[src/rtl/frc_pkg.sv]
package frc_pkg;
  localparam int FM_SOF_W = 7;
  localparam int FM_SOL_W = 7;
  localparam int FM_SOR_W = 4;
  localparam int FM_RGR_W = 7;
  localparam int FM_RFR_W = 7;
  localparam int FM_RPR_W = 6;
  localparam int FM_W = FM_SOF_W + FM_SOL_W + FM_SOR_W + FM_RGR_W + FM_RFR_W + FM_RPR_W;

  typedef struct packed {
    logic [FM_RPR_W-1:0] rrb_pr;
    logic [FM_RFR_W-1:0] rrb_fr;
    logic [FM_RGR_W-1:0] rrb_gr;
    logic [FM_SOR_W-1:0] sor;
    logic [FM_SOL_W-1:0] sol;
    logic [FM_SOF_W-1:0] sof;
  } frame_marker_t;
endpackage

[src/rtl/frc_marker_sel.sv]
module frc_marker_sel
  import frc_pkg::*;
(
  input  logic [FM_W-1:0] saved_i,
  input  logic            zero_i,
  output logic [FM_W-1:0] mark_o
);
  frame_marker_t saved_s;
  frame_marker_t mark_s;

  always_comb begin
    saved_s = frame_marker_t'(saved_i);
    mark_s  = saved_s;
    if (zero_i) begin
      mark_s.sof    = '0;
      mark_s.sol    = '0;
      mark_s.sor    = '0;
      mark_s.rrb_gr = '0;
      mark_s.rrb_fr = '0;
      mark_s.rrb_pr = '0;
    end
    mark_o = mark_s;
  end
endmodule

[config.mk]
export PLATFORM = sky130hd
export DESIGN_NAME = frc_marker_sel
export DESIGN_NICKNAME = d
export VERILOG_FILES = /design/src/rtl/frc_pkg.sv /design/src/rtl/frc_marker_sel.sv
export SDC_FILE = /design/constraint.sdc
export NUM_CORES = 1
export LEC_CHECK = 0
export ABC_AREA = 0
export BUFFER_PORTS_ARGS = -buffer_cell sky130_fd_sc_hd__buf_2
export CAP_MARGIN = 25
export CORE_ASPECT_RATIO = 0.75
export CORE_MARGIN = 2
export CORE_UTILIZATION = 26
export DETAILED_ROUTE_END_ITERATION = 10
export GPL_ROUTABILITY_DRIVEN = 0
export GPL_TIMING_DRIVEN = 0
export PLACE_DENSITY = 0.9
export REMOVE_ABC_BUFFERS = 1
export SYNTH_ARGS = -nofsm -noshare
export SYNTH_HDL_FRONTEND = slang
export SYNTH_SLANG_ARGS = --single-unit
export TNS_END_PERCENT = 10
[constraint.sdc]
create_clock -name vclk -period 0.8
set_clock_uncertainty 0.15 [all_clocks]
set_input_delay 0.04 -clock vclk [all_inputs]
set_output_delay 0.04 -clock vclk [all_outputs]
set_load 0.005 [all_outputs]
# After elaboration in Yosys (flattened, before gate mapping)
# Cells that the tools add are included.
# word_totals
register_bits	0
latch_bits	0
mem_bits_rw	0
rom_bits	0
input_bits	39
output_inout_bits	38
word_cells	1
n_memories	0
# op_classes
n_addsub	0
mul	0
n_div	0
n_lt_le_gt_ge	0
eq_ne	0
n_shift	0
mux	1
bitwise	0
reduce_logical	0
# op_table
cell	n
$mux 38	1

# Logic depth before layout (Yosys ltp)
# logic_depth
depth_word	1
depth_mapped	3
ltp_nobuf	1

# Worst setup path after synthesis
# No wires, ideal clock.
# synth_timing
kind	input -> output
from	input port zero_i
to	output port mark_o[16]
t_arrival_ns	0.414
required_time_ns	0.610
slack_ns	0.196
stages	3
n_path_buf	2
cell_sequence	buf_6 > buf_12 > nor2b_4
# synth_between
elab_chain_len	1
# synth_rtl
element	line_no	rtl
start, declared	frc_marker_sel.sv:5	input logic zero_i,
$mux 38	frc_marker_sel.sv:14	if (zero_i) begin
end, declared	frc_marker_sel.sv:6	output logic [FM_W-1:0] mark_o
# No other way between the ends.

# Worst setup path after layout
# layout_timing
from	input port zero_i
to	output port mark_o[19]
# Same word-level chain as after synthesis.

==> flow_summary.rst <==
.. list-table::
   :header-rows: 1

   * - Metric
     - Value
   * - Run status
     - complete, no violations
   * - Post-route worst hold slack
     - between 0.15 and 0.2 ns
   * - Count of port buffers added during placement
     - 77
   * - DRC violation count after routing
     - 0
   * - RSZ-0062 raised after global routing
     - false
   * - Vias in the first global route
     - 416
   * - Post-Synth Simple-Gate Area
     - around 90%
   * - Storage element area
     - 0 um2
   * - Count of pins over their slew limit
     - 0
   * - Top library cells by usage in the layout, fill and taps aside
     - sky130_fd_sc_hd__buf_2, sky130_fd_sc_hd__nor2b_4, sky130_fd_sc_hd__nor2b_1
   * - Post-Place Worst Slack
     - -0.289 ns
   * - Sum of net half-perimeters after detailed placement
     - 1290 um
   * - Part of the cycle the worst path needs
     - a little over nine tenths
   * - Synth top area cells
     - sky130_fd_sc_hd__nor2b_4, sky130_fd_sc_hd__nor2b_1, sky130_fd_sc_hd__and2b_1
   * - Total leakage power
     - about 0.58 nW
   * - Final net count
     - 159
   * - Max-cap violations
     - 0
   * - Initial standard-cell utilization of the core
     - a little over a quarter
   * - Number of buffers added to fix hold violations after cts
     - 0
   * - Instance count of the mapped netlist
     - 42
   * - Total inserted antenna cells
     - 0
   * - Largest fanout on the critical path
     - 24
   * - Main combinational cell family by area after synthesis
     - simple AND/OR/NAND/NOR gates
   * - Final Hold Viols
     - 0
   * - Fraction of the mapped netlist area in compound gates
     - 0%
   * - Maximum number of pins on one net before global-route repair
     - 24
   * - Average size of a mapped cell
     - roughly 11 um2
   * - Adder-Cell Fraction of Synth Area
     - 0%
   * - Total global routing track utilization
     - between 10 and 15%
   * - Post-route standard cell area excluding fillers
     - 891 um2
   * - Chip width
     - around 52 um
   * - Max-slew headroom
     - between 80% and 90%
   * - Endpoint class of the critical path
     - primary output
   * - Total wire length after detailed routing
     - 1410 um
   * - Total via count in the routed design
     - 537
   * - Setup ws final
     - slightly above 0.03 ns
   * - Area leader, netlist
     - sky130_fd_sc_hd__nor2b_4
   * - Slew @ Worst Pin
     - around 0.19 ns
   * - Sort of element at the start of the critical path
     - input port
   * - Xor and xnor fraction of the mapped netlist area
     - 0%
   * - Remaining global-route overflow
     - 0
   * - Die height
     - around 40 um
   * - Instance area after placement
     - between 800 and 900 um2
   * - Critical path class
     - in2out
   * - First-pass GRT wire length
     - 1660 um
   * - Most common library cell in the layout ignoring fill and taps
     - sky130_fd_sc_hd__buf_2
   * - Clock period minus worst slack
     - approximately 0.77 ns
   * - Sequential cell area fraction in the yosys report
     - 0%
   * - Share of post-route cells with drive strength above 1
     - about 85%
   * - Final standard cell utilization of the core
     - 53.2%
   * - Ratio of total power to cell area
     - around 470 nW/um2
   * - Post-route ant nets
     - 0
   * - Per-cell routed wire length
     - 10.1 um
   * - Die area
     - ~2100 um2
   * - Area growth from synthesis to layout
     - 97.2%
   * - Unique masters post-synth
     - 6
   * - Top-area cell type share of the netlist area
     - about three fifths
   * - Number of setup violations in the final report
     - 0
   * - Count of sequential standard cells
     - 0
   * - Worst path required time
     - approximately 0.61 ns
   * - Summed instance area of the synthesized netlist
     - 452 um2
   * - Classification of the worst-slack hold path
     - in2out
   * - Yosys warning count
     - 0
   * - Peak ir drop on the vdd network
     - approximately 0.27 mV
   * - I/O pin count
     - 77
   * - Std-Cell Core Area
     - ~1700 um2
   * - Fillers
     - about 170
   * - Core Rows
     - 13
   * - Arrival @ worst endpoint
     - approximately 0.58 ns
   * - DR pass1 iterations
     - 1
   * - Number of antenna violations at the first check in global routing
     - 0
   * - Area of the multi-input gates
     - 395 um2
   * - Detail-routed via count per cell
     - between 3 and 4
   * - FMAX
     - 1300 MHz
   * - Share of synthesized area spent on multiplexers
     - 0%
   * - Clock buffer cells
     - 0
   * - 1st-iter DRT viols
     - 0
through the flow:
stage,cells,total power [mW],TNS (ns)
finish,140,0.423,0
global route,140,0.463,0
CTS,139,0.420,0
global placement,137,0.374,-20.89
floorplan,38,0.148,0
detailed placement,138,0.395,-6.25
cell usage after synthesis:
library cell              count
sky130_fd_sc_hd__buf_6        1
sky130_fd_sc_hd__nor2b_4     20
sky130_fd_sc_hd__buf_2        1
sky130_fd_sc_hd__and2b_1      6
sky130_fd_sc_hd__nor2b_1     12
sky130_fd_sc_hd__buf_12       2
report_power, final:
group	switching (mW)	leakage (nW)	internal [mW]
sequential	0	0	0
clock	0	0	0
combinational	0.151	0.576	0.272
total	0.151	0.576	0.272
path summary, 6_finish.rpt:
kind,cells past startpoint,slack (ns),start,to
max,4,0.03,zero_i,mark_o[19]
min,3,0.20,saved_i[5],mark_o[5]
cell families after synthesis:
kind of cell | count (synthesis)
and+or+nand+nor | 38
buffers and inverters | 4
worst max-delay path, stage by stage:
cell                        delay [ns]
sky130_fd_sc_hd__buf_8            0.15
sky130_fd_sc_hd__clkbuf_16        0.18
sky130_fd_sc_hd__nor2b_4          0.09
sky130_fd_sc_hd__buf_2            0.11
cell type report:
cell class	instances	share of cell area, %
Tap cell	22	3.09
Multi-Input combinational cell	38	44.4
Timing Repair Buffer	80	52.5
what timing repair did:
action,4_1_cts,5_1_grt
gates cloned,1,1
gates resized for setup,4,0
setup endpoints to repair,38,3
setup buffers,0,0
routing by layer:
metal  wire length, um  part of all wire [%]  vias up  track usage [%]
li1                  -                     -      276                -
met1               450                    32      239             10.8
met2               862                    61       22             24.4
met3                96                   6.8        0                0
met4                 0                     0        0                0
met5                 0                     0        -                0
(Power assumes the default switching activity.)
